$ cat config.mk
export PLATFORM = sky130hd
export DESIGN_NAME = i2c_byte_engine
export DESIGN_NICKNAME = d
export VERILOG_FILES = /design/src/rtl/i2c_byte_engine_pkg.sv /design/src/rtl/i2c_byte_engine_sync.sv /design/src/rtl/i2c_byte_engine_timer.sv /design/src/rtl/i2c_byte_engine_cond.sv /design/src/rtl/i2c_byte_engine.sv
export SDC_FILE = /design/constraint.sdc
export NUM_CORES = 1
export LEC_CHECK = 0
export ABC_AREA = 1
export BUFFER_PORTS_ARGS = -buffer_cell sky130_fd_sc_hd__clkbuf_2
export CORE_MARGIN = 4
export CORE_UTILIZATION = 40
export CTS_CLUSTER_SIZE = 14
export DETAILED_ROUTE_END_ITERATION = 8
export GPL_ROUTABILITY_DRIVEN = 0
export PLACE_DENSITY = 0.66
export SYNTH_ARGS = -nofsm -noshare
export SYNTH_HDL_FRONTEND = slang
export SYNTH_SLANG_ARGS = --single-unit
$ cat constraint.sdc
create_clock -name clk -period 2.7 [get_ports clk]
set_clock_uncertainty 0.2 [all_clocks]
set_input_delay 0.27 -clock clk [delete_from_list [all_inputs] [get_ports clk]]
set_output_delay 0.27 -clock clk [all_outputs]
set_load 0.02 [all_outputs]
$ cat src/rtl/i2c_byte_engine_pkg.sv
package i2c_byte_engine_pkg;

  // Engine sequencing states
  typedef enum logic [3:0] {
    ST_IDLE,
    ST_STA_SDA,   // SDA low with SCL high: start edge
    ST_RS_SDA,    // repeated start: release SDA under low SCL
    ST_RS_SCL,    // repeated start: release SCL, wait for high
    ST_WAIT,      // SCL held low until a release event
    ST_BIT_LO,    // low phase of a bit clock
    ST_BIT_HI,    // high phase of a bit clock
    ST_STP_LO,    // stop: both lines low
    ST_STP_SCL,   // stop: release SCL
    ST_STP_SDA    // stop: release SDA with SCL high
  } eng_state_e;

endpackage

$ cat src/rtl/i2c_byte_engine_sync.sv
module i2c_byte_engine_sync #(
  parameter int unsigned WIDTH   = 2,
  parameter int unsigned STAGES  = 2,
  parameter logic        RST_LVL = 1'b1
) (
  input  logic             clk,
  input  logic             rst_n,
  input  logic [WIDTH-1:0] d,
  output logic [WIDTH-1:0] q
);

  logic [WIDTH-1:0] stg [STAGES];

  always_ff @(posedge clk or negedge rst_n) begin
    if (!rst_n) begin
      for (int i = 0; i < STAGES; i++) stg[i] <= {WIDTH{RST_LVL}};
    end else begin
      stg[0] <= d;
      for (int i = 1; i < STAGES; i++) stg[i] <= stg[i-1];
    end
  end

  assign q = stg[STAGES-1];

endmodule

$ cat src/rtl/i2c_byte_engine_timer.sv
module i2c_byte_engine_timer #(
  parameter int unsigned PERIOD = 4
) (
  input  logic clk,
  input  logic rst_n,
  input  logic clr,
  input  logic en,
  output logic done
);

  localparam int unsigned CW = (PERIOD > 1) ? $clog2(PERIOD) : 1;
  localparam logic [CW-1:0] LAST = CW'(PERIOD - 1);

  logic [CW-1:0] cnt_q, cnt_d;

  assign done = en && (cnt_q == LAST);

  always_comb begin
    cnt_d = cnt_q;
    if (clr)       cnt_d = '0;
    else if (done) cnt_d = '0;
    else if (en)   cnt_d = cnt_q + 1'b1;
  end

  always_ff @(posedge clk or negedge rst_n) begin
    if (!rst_n) cnt_q <= '0;
    else        cnt_q <= cnt_d;
  end

endmodule

$ cat src/rtl/i2c_byte_engine_cond.sv
module i2c_byte_engine_cond (
  input  logic clk,
  input  logic rst_n,
  input  logic scl_s,
  input  logic sda_s,
  output logic start_det,
  output logic stop_det
);

  logic scl_p, sda_p;

  always_ff @(posedge clk or negedge rst_n) begin
    if (!rst_n) begin
      scl_p <= 1'b1;
      sda_p <= 1'b1;
    end else begin
      scl_p <= scl_s;
      sda_p <= sda_s;
    end
  end

  // SDA edge while SCL stays high
  assign start_det = scl_p && scl_s && sda_p && !sda_s;
  assign stop_det  = scl_p && scl_s && !sda_p && sda_s;

endmodule

$ cat src/rtl/i2c_byte_engine.sv
module i2c_byte_engine
  import i2c_byte_engine_pkg::*;
#(
  parameter int unsigned HALF_PERIOD = 4,
  parameter int unsigned SYNC_STAGES = 2,
  parameter int unsigned DATA_W      = 8
) (
  input  logic              clk,
  input  logic              rst_n,
  input  logic              scl_in,
  input  logic              sda_in,
  output logic              scl_pull,
  output logic              sda_pull,
  input  logic              ctl_tx,
  input  logic              ctl_wait9,
  input  logic              ctl_ack_en,
  input  logic              rel_pulse,
  input  logic              start_req,
  input  logic              stop_req,
  input  logic              wr_en,
  input  logic [DATA_W-1:0] wr_data,
  output logic [DATA_W-1:0] rd_data,
  output logic              byte_done,
  output logic              ack_rcvd,
  output logic              waiting
);

  localparam int unsigned CNT_W = $clog2(DATA_W + 2);
  localparam logic [CNT_W-1:0] ACK_IDX  = CNT_W'(DATA_W);
  localparam logic [CNT_W-1:0] LAST_BIT = CNT_W'(DATA_W - 1);

  eng_state_e        state_q, state_d;
  logic [CNT_W-1:0]  cnt_q, cnt_d;
  logic [DATA_W-1:0] sh_q, sh_d;
  logic              ack_lat_q, ack_lat_d;
  logic              ack_rx_q, ack_rx_d;
  logic              done_q, done_d;
  logic              scl_low_q, scl_low_d;
  logic              sda_low_q, sda_low_d;
  logic              tmr_en, tmr_clr, tmr_done;
  logic              scl_s, sda_s;
  logic              start_det, stop_det;
  logic              rel_evt;
  logic              bit_low;

  i2c_byte_engine_sync #(
    .WIDTH  (2),
    .STAGES (SYNC_STAGES),
    .RST_LVL(1'b1)
  ) sync_i (
    .clk  (clk),
    .rst_n(rst_n),
    .d    ({scl_in, sda_in}),
    .q    ({scl_s, sda_s})
  );

  i2c_byte_engine_cond cond_i (
    .clk      (clk),
    .rst_n    (rst_n),
    .scl_s    (scl_s),
    .sda_s    (sda_s),
    .start_det(start_det),
    .stop_det (stop_det)
  );

  i2c_byte_engine_timer #(
    .PERIOD(HALF_PERIOD)
  ) timer_i (
    .clk  (clk),
    .rst_n(rst_n),
    .clr  (tmr_clr),
    .en   (tmr_en),
    .done (tmr_done)
  );

  // Release event for the current direction
  assign rel_evt = ctl_tx ? wr_en
                          : (rel_pulse || (wr_en && (wr_data == {DATA_W{1'b1}})));

  // Next-state logic
  always_comb begin
    state_d   = state_q;
    cnt_d     = cnt_q;
    sh_d      = sh_q;
    ack_lat_d = ack_lat_q;
    ack_rx_d  = ack_rx_q;
    done_d    = done_q;
    tmr_en    = 1'b0;
    unique case (state_q)
      ST_IDLE: begin
        if (wr_en) sh_d = wr_data;
        if (start_req) state_d = ST_STA_SDA;
      end
      ST_STA_SDA: begin
        tmr_en = 1'b1;
        if (tmr_done) state_d = ST_WAIT;
      end
      ST_RS_SDA: begin
        tmr_en = 1'b1;
        if (tmr_done) state_d = ST_RS_SCL;
      end
      ST_RS_SCL: begin
        tmr_en = scl_s;
        if (tmr_done) state_d = ST_STA_SDA;
      end
      ST_WAIT: begin
        if (wr_en) sh_d = wr_data;
        if (stop_req) begin
          state_d = ST_STP_LO;
          done_d  = 1'b0;
        end else if (start_req) begin
          state_d = ST_RS_SDA;
          done_d  = 1'b0;
        end else if (rel_evt) begin
          state_d = ST_BIT_LO;
          done_d  = 1'b0;
          if (cnt_q == ACK_IDX) ack_lat_d = ctl_ack_en;
          else                  cnt_d     = '0;
        end
      end
      ST_BIT_LO: begin
        tmr_en = 1'b1;
        if (tmr_done) state_d = ST_BIT_HI;
      end
      ST_BIT_HI: begin
        tmr_en = scl_s;
        if (tmr_done) begin
          if (cnt_q < ACK_IDX) sh_d = {sh_q[DATA_W-2:0], sda_s};
          else if (ctl_tx)     ack_rx_d = !sda_s;
          cnt_d = cnt_q + 1'b1;
          if ((cnt_q == LAST_BIT) && !ctl_wait9) begin
            state_d = ST_WAIT;
            done_d  = 1'b1;
          end else if (cnt_q == ACK_IDX) begin
            if (ctl_wait9) begin
              state_d = ST_WAIT;
              done_d  = 1'b1;
            end else begin
              state_d = ST_BIT_LO;
              cnt_d   = '0;
            end
          end else begin
            state_d = ST_BIT_LO;
            if (cnt_q == LAST_BIT) ack_lat_d = ctl_ack_en;
          end
        end
      end
      ST_STP_LO: begin
        tmr_en = 1'b1;
        if (tmr_done) state_d = ST_STP_SCL;
      end
      ST_STP_SCL: begin
        tmr_en = scl_s;
        if (tmr_done) state_d = ST_STP_SDA;
      end
      ST_STP_SDA: begin
        tmr_en = 1'b1;
        if (tmr_done) state_d = ST_IDLE;
      end
      default: state_d = ST_IDLE;
    endcase
    if (start_det || stop_det) cnt_d = '0;
  end

  assign tmr_clr = (state_d != state_q);

  // SDA level for the bit clock being entered
  assign bit_low = (cnt_d < ACK_IDX) ? (ctl_tx && !sh_d[DATA_W-1])
                                     : (!ctl_tx && ack_lat_d);

  // Line drivers, decoded from the next state
  always_comb begin
    scl_low_d = 1'b0;
    sda_low_d = 1'b0;
    unique case (state_d)
      ST_IDLE:    begin scl_low_d = 1'b0; sda_low_d = 1'b0;    end
      ST_STA_SDA: begin scl_low_d = 1'b0; sda_low_d = 1'b1;    end
      ST_RS_SDA:  begin scl_low_d = 1'b1; sda_low_d = 1'b0;    end
      ST_RS_SCL:  begin scl_low_d = 1'b0; sda_low_d = 1'b0;    end
      ST_WAIT:    begin scl_low_d = 1'b1; sda_low_d = 1'b0;    end
      ST_BIT_LO:  begin scl_low_d = 1'b1; sda_low_d = bit_low; end
      ST_BIT_HI:  begin scl_low_d = 1'b0; sda_low_d = bit_low; end
      ST_STP_LO:  begin scl_low_d = 1'b1; sda_low_d = 1'b1;    end
      ST_STP_SCL: begin scl_low_d = 1'b0; sda_low_d = 1'b1;    end
      ST_STP_SDA: begin scl_low_d = 1'b0; sda_low_d = 1'b0;    end
      default:    begin scl_low_d = 1'b0; sda_low_d = 1'b0;    end
    endcase
  end

  // Registers
  always_ff @(posedge clk or negedge rst_n) begin
    if (!rst_n) begin
      state_q   <= ST_IDLE;
      cnt_q     <= '0;
      sh_q      <= '0;
      ack_lat_q <= 1'b0;
      ack_rx_q  <= 1'b0;
      done_q    <= 1'b0;
      scl_low_q <= 1'b0;
      sda_low_q <= 1'b0;
    end else begin
      state_q   <= state_d;
      cnt_q     <= cnt_d;
      sh_q      <= sh_d;
      ack_lat_q <= ack_lat_d;
      ack_rx_q  <= ack_rx_d;
      done_q    <= done_d;
      scl_low_q <= scl_low_d;
      sda_low_q <= sda_low_d;
    end
  end

  assign scl_pull  = scl_low_q;
  assign sda_pull  = sda_low_q;
  assign rd_data   = sh_q;
  assign byte_done = done_q;
  assign ack_rcvd  = ack_rx_q;
  assign waiting   = (state_q == ST_WAIT);

endmodule

==> results.json, run 1 <==
{
  "grt_pass1_wl_um": 8290,
  "ys_seq_elements": 29,
  "startpoint_type": "flip-flop",
  "die_w_um": 77.5,
  "critical_path.max_stage_delay_ns": 0.43,
  "synth_area_leader_cell": "dfrtp_1",
  "fmax_ghz": 0.420,
  "outcome": "completed",
  "firstDrtPassIters": 4,
  "synthMostInstantiatedCell": "nand2_1",
  "n_antenna_cell": 0,
  "fin_nets": 340,
  "end_kind": "flip-flop",
  "core_area_mm2": 0.00469,
  "peakVddDrop_v": 0.000484,
  "die_height_um": 77.5,
  "routedWlPerCell_um": 12.6,
  "postCtsSetupBuffers": 0,
  "cts-htree-levels": 2,
  "synthCells": 275,
  "synth_edf_count": 0,
  "relSlewSlack": 0.517,
  "cts_tree": "built",
  "ys.warnings.count": 0,
  "comb_power_share": 0.453,
  "pwr-share-seq": 0.339,
  "netlist_area_mm2": 0.00193,
  "clk_latency_ns": 0.28,
  "antenna_found_initial": 0,
  "ys_top_cells_by_count": "nand2_1, nand3_1, inv_1",
  "hold-path-cell-count": 3,
  "drcViolationCount": 0,
  "maxCapViolations": 0,
  "worstPathArrival_ns": 2.35,
  "netlist_top_cells_area": "dfrtp_1, nand2_1, nand3_1",
  "antenna_left": 0,
  "clkTransAtPathRegs_ns": 0.06,
  "avgSynthCellArea_um2": 7.02,
  "hold_violations": 0,
  "dieArea_mm2": 0.00600,
  "cts_buffers": 5,
  "finalSetupTns_ns": 0,
  "drive_gt1_frac": 0.226,
  "dpl.hpwl_um": 3620,
  "grt_pass1_vias": 1844,
  "reg2reg_depth": 14,
  "p_int_uw": 1070,
  "cts_num_sinks": 29,
  "drt-total-wl_um": 4710,
  "switching_share": 0.429,
  "vias": 1936,
  "drt_iter0_drc": 175,
  "p_leak_uw": 0.00125,
  "root_buffer": "clkbuf_8",
  "syn-num-nets": 297,
  "switchingPower_uw": 806,
  "power_frac_clock": 0.208,
  "ys.flop_type": "dfrtp_1",
  "setup_violations": 0,
  "via_per_inst": 5.19,
  "drv_slew": 0,
  "power_uw": 1880,
  "cellPowerDensity_mw_per_mm2": 817,
  "port_buffers": 31,
  "required_ns": 2.67,
  "path_cells": "inv_1 > nand2_1 > nor2_1 > nor2_2 > nand2_4 > nand2_8 > nand2_4 > nand2_2 > nand2_2 > nand3_4 > nand3_1 > nand2_1 > nor2_1 > nand2_1",
  "worst_slew_pin_slew_ns": 0.725,
  "gr-total-overflow": 0,
  "io_pins": 32,
  "synth_top_area_frac": 0.298,
  "synth_cell_types": 32,
  "async_flop_share": 1.00,
  "crit_fanout": 9,
  "hp-class": "in -> reg",
  "rows": 25,
  "period_share": 0.883,
  "grt_max_degree": 30,
  "initial_core_util": 0.411,
  "path_class": "reg -> reg",
  "yosysSeqAreaShare": 0.380,
  "fin_crit_ns": 2.38,
  "rsz0062_at_grt": "false",
  "cp_slowest_cell": "dfrtp_1",
  "crit_top_cell": "nand2_1",
  "syn2layout_area_growth_pct": 19.2,
  "track_usage": 0.171,
  "clock_path_buffers": 2
}
==> kinds of logic after synthesis <==
kind of cell / Yosys count / share of synthesized area
xor gates and xnor gates: 3 / 0.0136
AOI/OAI and AO/OA: 21 / 0.0752
buffers and inverters: 37 / 0.0739
and+or+nand+nor: 181 / 0.433
DFF: 29 / 0.380
muxes: 1 / 0.00518
adders and majority gates: 3 / 0.0194
==> per-layer routing <==
| layer | GRT usage | vias to the layer above | wire length [um] | share of wire |
|---|---|---|---|---|
| li1 | - | 970 | - | - |
| met1 | 0.231 | 885 | 2240 | 0.48 |
| met2 | 0.261 | 69 | 2100 | 0.45 |
| met3 | 0.0360 | 12 | 264 | 0.056 |
| met4 | 0.0801 | 0 | 107 | 0.023 |
| met5 | 0 | - | 0 | 0 |
==> registers in the layout (all words and copies together) (netlist names) <==
register / flops
ack_lat_q: 1
sync_i.q: 2
state_q: 4
cond_i.sda_p: 1
rd_data: 8
cnt_q: 4
byte_done: 1
sda_pull: 1
scl_pull: 1
timer_i.cnt_q: 2
ack_rcvd: 1
cond_i.scl_p: 1
sync_i.stg: 2
==> power by group through the flow <==
stage          clock, uW  sequential, uW  combinational, uW
2_1_floorplan          0             708                556
3_3_place_gp           0             642                851
3_5_place_dp           0             642                848
4_1_cts              406             636                855
5_1_grt              428             650                958
6_report             390             637                852
==> final timing paths <==
path,from,end,slack (ns)
min in group asynchronous,rst_n,state_q[0],0.38
hold / removal,wr_data[0],rd_data[0],0.03
max in group asynchronous,rst_n,byte_done,1.46
hold reg to reg,sync_i.stg[3],sync_i.q[1],0.15
setup reg to reg,state_q[0],sda_pull,0.32
setup / recovery,state_q[0],sda_pull,0.32
==> cell type report <==
cell class | count | area [um2]
Fill cell | 482 | 2390
Sequential cell | 29 | 733
Tap cell | 54 | 67.6
Inverter | 36 | 138
Timing Repair Buffer | 37 | 208
Clock buffer | 7 | 96.3
Clock inverter | 1 | 5.00
Multi-Input combinational cell | 209 | 1050
==> metrics by stage <==
stage / util / cells / area, um2 / hold WS (ns) / setup slack (ns)
6_report: 0.491 / 373 / 2300 / 0.0263 / 0.317
5_1_grt: 0.491 / 373 / 2300 / 0.0287 / 0.0789
3_5_place_dp: 0.463 / 362 / 2170 / 0.147 / 0.386
4_1_cts: 0.491 / 373 / 2300 / 0.0187 / 0.363
3_3_place_gp: 0.463 / 362 / 2170 / 0.146 / 0.365
2_1_floorplan: - / 275 / 1930 / -0.226 / 0.651
==> critical path: cells and delay by family, from the launching register on <==
| kind | cells | cell delay, ns |
|---|---|---|
| flip-flops | 1 | 0.43 |
| buffers and inverters | 1 | 0.24 |
| AND/OR/NAND/NOR | 13 | 1.40 |
==> placed cells by master (no fill, tap or decap), drive strengths merged <==
| cell | n |
|---|---|
| a21oi | 4 |
| buf | 3 |
| clkbuf | 38 |
| clkinv | 1 |
| dfrtp | 23 |
| dfstp | 6 |
| dlygate4sd3 | 3 |
| ha | 3 |
| inv | 36 |
| mux2i | 1 |
| nand2 | 96 |
| nand3 | 40 |
| nand3b | 2 |
| nand4 | 6 |
| nor2 | 36 |
| o2111ai | 1 |
| o211ai | 2 |
| o21ai | 12 |
| o21bai | 1 |
| o31ai | 1 |
| or2 | 1 |
| xnor2 | 1 |
| xor2 | 2 |
==> what timing repair did <==
action | 4_1_cts | 5_1_grt
gates resized for setup | 0 | 0
hold buffers | 3 | 0
endpoints found under the hold margin | 25 | 0
Note: power is estimated with default switching activity, not from simulation.
==> run 2, diff against run 1 <==
--- a/config.mk
+++ b/config.mk
@@ -7,12 +7,14 @@
 export LEC_CHECK = 0
 export ABC_AREA = 1
 export BUFFER_PORTS_ARGS = -buffer_cell sky130_fd_sc_hd__clkbuf_2
+export CELL_PAD_IN_SITES_DETAIL_PLACEMENT = 1
+export CELL_PAD_IN_SITES_GLOBAL_PLACEMENT = 1
 export CORE_MARGIN = 4
 export CORE_UTILIZATION = 40
 export CTS_CLUSTER_SIZE = 14
 export DETAILED_ROUTE_END_ITERATION = 8
 export GPL_ROUTABILITY_DRIVEN = 0
-export PLACE_DENSITY = 0.66
+export PLACE_DENSITY = 0.85
 export SYNTH_ARGS = -nofsm -noshare
 export SYNTH_HDL_FRONTEND = slang
 export SYNTH_SLANG_ARGS = --single-unit
==> results.json, run 2 (synthesis gave the netlist of run 1 again) <==
{
  "outcome": "completed",
  "p_leak_uw": 0.00126,
  "pwr-share-seq": 0.319,
  "power_frac_clock": 0.233,
  "gr-total-overflow": 0,
  "relSlewSlack": 0.503,
  "rsz0062_at_grt": "false",
  "firstDrtPassIters": 4,
  "drv_slew": 0,
  "p_int_uw": 1150,
  "root_buffer": "clkbuf_8",
  "setup_violations": 0,
  "crit_fanout": 9,
  "maxCapViolations": 0,
  "startpoint_type": "flip-flop",
  "die_height_um": 77.5,
  "hold_end": "rd_data[4]",
  "layout_common_cells": "nand2_1, nand3_1, inv_1, nor2_1, clkbuf_2",
  "io_pins": 32,
  "fin_nets": 341,
  "rows": 25,
  "worstPathArrival_ns": 2.33,
  "reg2reg_depth": 14,
  "clkTransAtPathRegs_ns": 0.07,
  "crit_buf_inv": 2,
  "track_usage": 0.214,
  "finalSetupTns_ns": 0,
  "cts_buffers": 5,
  "clock_path_buffers": 2,
  "cts_num_sinks": 29,
  "port_buffers": 31,
  "peakVddDrop_v": 0.000444,
  "die_w_um": 77.5,
  "comb_power_share": 0.448,
  "fmax_ghz": 0.426,
  "cp_top_family": "simple AND/OR/NAND/NOR gates",
  "end_kind": "flip-flop",
  "path_cells": "inv_2 > nand2_2 > a21oi_2 > nor2_2 > nand2_4 > nand2_8 > inv_4 > nor2_1 > nor2_1 > nand2_1 > nand4_1 > nand2_1 > nor2_1 > nand2_1",
  "routedWlPerCell_um": 15.6,
  "period_share": 0.870,
  "drcViolationCount": 0,
  "initial_core_util": 0.411,
  "min_from": "wr_data[4]",
  "cellPowerDensity_mw_per_mm2": 863,
  "antenna_left": 0,
  "worst_slew_pin_slew_ns": 0.745,
  "switching_share": 0.426,
  "cts_tree": "built",
  "grt_pass1_vias": 2110,
  "critical_path.max_stage_delay_ns": 0.48,
  "cp_slowest_cell": "dfrtp_1",
  "via_per_inst": 5.24,
  "hold_violations": 0,
  "antenna_found_initial": 0,
  "rrSetupSlack_ns": 0.35,
  "drt_iter0_drc": 115,
  "dieArea_mm2": 0.00600,
  "r2r-start": "state_q[3]",
  "required_ns": 2.68,
  "core_area_mm2": 0.00469,
  "switchingPower_uw": 857,
  "critical_path.reg2reg.endpoint": "sda_pull",
  "hp-class": "in -> reg",
  "drt-total-wl_um": 5840,
  "hold-path-cell-count": 3,
  "drive_gt1_frac": 0.225,
  "largest_register_ffs": 8,
  "layout_commonest_cell": "nand2_1",
  "postCtsSetupBuffers": 0,
  "vias": 1961,
  "syn2layout_area_growth_pct": 20.7,
  "path_class": "reg -> reg",
  "n_antenna_cell": 0,
  "dpl.hpwl_um": 4590,
  "cts-htree-levels": 2,
  "fin_crit_ns": 2.35,
  "power_uw": 2010,
  "grt_max_degree": 30,
  "grt_pass1_wl_um": 10200,
  "clk_latency_ns": 0.28
}
-- run 2: metal layers --
| metal | vias up | GRT usage | wire length (um) |
|---|---|---|---|
| met2 | 55 | 0.371 | 2920 |
| met1 | 932 | 0.272 | 2550 |
| met5 | - | 0 | 0 |
| met3 | 8 | 0.0325 | 288 |
| met4 | 0 | 0.0676 | 76 |
| li1 | 966 | - | - |
-- run 2: area by class of cell --
| class | instances | area (um2) |
|---|---|---|
| fillers | 612 | 2360 |
| multi-input cells | 209 | 1060 |
| flip-flops and latches | 29 | 733 |
| repair buffers | 38 | 215 |
| inverters | 36 | 138 |
| clock buffers | 7 | 86.3 |
| well taps | 54 | 67.6 |
| clock inverters | 1 | 30.0 |
-- run 2: through the flow --
stage	util	hold WS [ns]	std cells	setup slack (ns)	instance area, um2
2_1_floorplan	-	-0.226	275	0.651	1930
3_3_place_gp	0.464	0.146	363	0.360	2180
3_5_place_dp	0.464	0.147	363	0.293	2180
4_1_cts	0.495	0.0324	374	0.237	2320
5_1_grt	0.497	0.0305	374	0.0695	2330
6_report	0.497	0.0306	374	0.351	2330
-- run 2: worst max path at each step --
stage	endpoint	start	slack (ns)	depth (start not counted)
5_1_grt	sda_pull	state_q[1]	0.07	17
3_5_place_dp	sda_pull	state_q[1]	0.29	17
4_1_cts	sda_pull	state_q[1]	0.24	17
6_report	sda_pull	state_q[3]	0.35	14
2_1_floorplan	sda_pull	state_q[1]	0.65	17
3_3_place_gp	sda_pull	cnt_q[3]	0.36	13
-- run 2: power groups by stage --
stage,sequential [uW],combinational [uW],clock (uW)
after floorplan,708,556,0
after global placement,643,868,0
after detailed placement,647,890,0
after CTS,641,902,478
after global routing,660,1020,512
final,641,900,469
-- run 2: worst min-delay path: cells and delay by family --
family	cells	cell delay (ns)
simple gates	2	0.12
buf+inv	1	0.09
-- run 2: repair_timing --
action | 4_1_cts | 5_1_grt
hold endpoints to repair | 25 | 0
resized for setup | 0 | 1
setup endpoints to repair | 0 | 1
hold buffers | 3 | 0
==> run 3, diff against run 2 <==
==> constraint.sdc (replaced) <==
create_clock -name clk -period 2.7 [get_ports clk]
set_clock_uncertainty 0.2 [all_clocks]
set_input_delay 0 -clock clk [delete_from_list [all_inputs] [get_ports clk]]
set_output_delay 0 -clock clk [all_outputs]
set_load 0.02 [all_outputs]
==> results.json, run 3 (synthesis gave the netlist of run 1 again) <==
{
  "outcome": "completed",
  "firstDrtPassIters": 4,
  "switching_share": 0.428,
  "power_uw": 2030,
  "cts_num_sinks": 29,
  "layout_commonest_cell": "nand2_1",
  "switchingPower_uw": 868,
  "r2r-start": "state_q[3]",
  "end_kind": "flip-flop",
  "clock_path_buffers": 2,
  "grt_max_degree": 30,
  "cellPowerDensity_mw_per_mm2": 839,
  "track_usage": 0.220,
  "peakVddDrop_v": 0.000484,
  "grt_pass1_vias": 2159,
  "port_buffers": 31,
  "postCtsSetupBuffers": 0,
  "fin_crit_ns": 2.35,
  "path_cells": "inv_2 > nand2_2 > a21oi_2 > nor2_2 > nand2_4 > nand2_8 > inv_4 > nor2_1 > nor2_1 > nand2_1 > nand4_1 > nand2_1 > nor2_1 > nand2_1",
  "finalSetupTns_ns": 0,
  "cts_tree": "built",
  "fin_util": 0.516,
  "p_leak_uw": 0.00130,
  "hold-path-cell-count": 5,
  "comb_power_share": 0.450,
  "dieArea_mm2": 0.00600,
  "clkTransAtPathRegs_ns": 0.07,
  "routedWlPerCell_um": 15.5,
  "drcViolationCount": 0,
  "largest_register_ffs": 8,
  "die_height_um": 77.5,
  "hold_violations": 0,
  "clk_latency_ns": 0.28,
  "worst_slew_pin_slew_ns": 0.744,
  "rows": 25,
  "required_ns": 2.68,
  "syn2layout_area_growth_pct": 25.3,
  "io_pins": 32,
  "via_per_inst": 5.23,
  "crit_fanout": 9,
  "gr-total-overflow": 0,
  "relSlewSlack": 0.504,
  "rrSetupSlack_ns": 0.35,
  "rsz0062_at_grt": "false",
  "layout_common_cells": "nand2_1, nand3_1, inv_1, nor2_1, clkbuf_2",
  "period_share": 0.869,
  "setup_violations": 0,
  "path_class": "reg -> reg",
  "pwr-share-seq": 0.318,
  "vias": 2004,
  "drt-total-wl_um": 5950,
  "reg2reg_depth": 14,
  "antenna_left": 0,
  "power_frac_clock": 0.232,
  "core_area_mm2": 0.00469,
  "maxCapViolations": 0,
  "critical_path.max_stage_delay_ns": 0.48,
  "dpl.hpwl_um": 4590,
  "drv_slew": 0,
  "whs_ns": 0.00883,
  "cts-htree-levels": 2,
  "cts_buffers": 5,
  "placedInstanceArea_mm2": 0.00218,
  "crit_end": "sda_pull",
  "worstPathArrival_ns": 2.33,
  "fin_nets": 350,
  "fmax_ghz": 0.426,
  "root_buffer": "clkbuf_8",
  "hp-class": "in -> reg",
  "design_area_mm2": 0.00242,
  "initial_core_util": 0.411,
  "die_w_um": 77.5,
  "cp_slowest_cell": "dfrtp_1",
  "startpoint_type": "flip-flop",
  "antenna_found_initial": 0,
  "drt_iter0_drc": 93,
  "setup.worst_path.start": "state_q[3]",
  "grt_pass1_wl_um": 10500,
  "n_antenna_cell": 0,
  "p_int_uw": 1160,
  "critical_path.reg2reg.endpoint": "sda_pull",
  "drive_gt1_frac": 0.219
}
==> run 3: cell count changes in the layout (fill, tap and decap cells not counted) <==
cell	delta
dlygate4sd3_1	+9
==> run 3: final cells by class <==
cell class / instances / area, um2
well taps: 54 / 67.6
clock buffers: 7 / 86.3
multi-input cells: 209 / 1060
flip-flops and latches: 29 / 733
clock inverters: 1 / 30.0
fillers: 599 / 2270
repair buffers: 47 / 305
inverters: 36 / 138
==> run 3: how the worst min path moves through the flow <==
stage               start             to  slack [ns]
2_1_floorplan       rst_n      ack_lat_q       -0.50
5_1_grt        wr_data[7]     rd_data[7]        0.04
4_1_cts          stop_req     state_q[2]       0.008
3_3_place_gp        rst_n       scl_pull       -0.11
3_5_place_dp       scl_in  sync_i.stg[3]       -0.11
6_report         stop_req     state_q[2]       0.009
==> run 3: per-layer routing <==
layer / up-vias / routed length [um] / track usage
met4: 0 / 76 / 0.0730
met5: - / 0 / 0
met3: 8 / 249 / 0.0325
li1: 988 / - / -
met2: 52 / 2990 / 0.382
met1: 956 / 2640 / 0.279
==> run 3: through the flow <==
step | instances | setup WS (ns)
finish | 383 | 0.354
global route | 383 | 0.0695
CTS | 383 | 0.237
detailed placement | 363 | 0.293
global placement | 363 | 0.360
floorplan | 275 | 0.651
==> run 3: critical path, delay by kind of cell, from the launching register on <==
family	cells	cell delay, ns
AO/OA/AOI/OAI	1	0.28
AND/OR/NAND/NOR	11	1.04
flip-flops	1	0.48
buffers and inverters	2	0.23
==> run 3: power by group through the flow <==
stage	Sequential, uW	Clock [uW]	Combinational (uW)
2_1_floorplan	708	0	556
3_3_place_gp	643	0	868
3_5_place_dp	647	0	890
4_1_cts	641	478	912
5_1_grt	662	512	1030
6_report	645	472	912
==> run 3: timing repair <==
action,CTS,global route
endpoints found under the hold margin,36,0
gates resized for setup,0,1
hold buffers,12,0
endpoints found under the setup margin,0,1
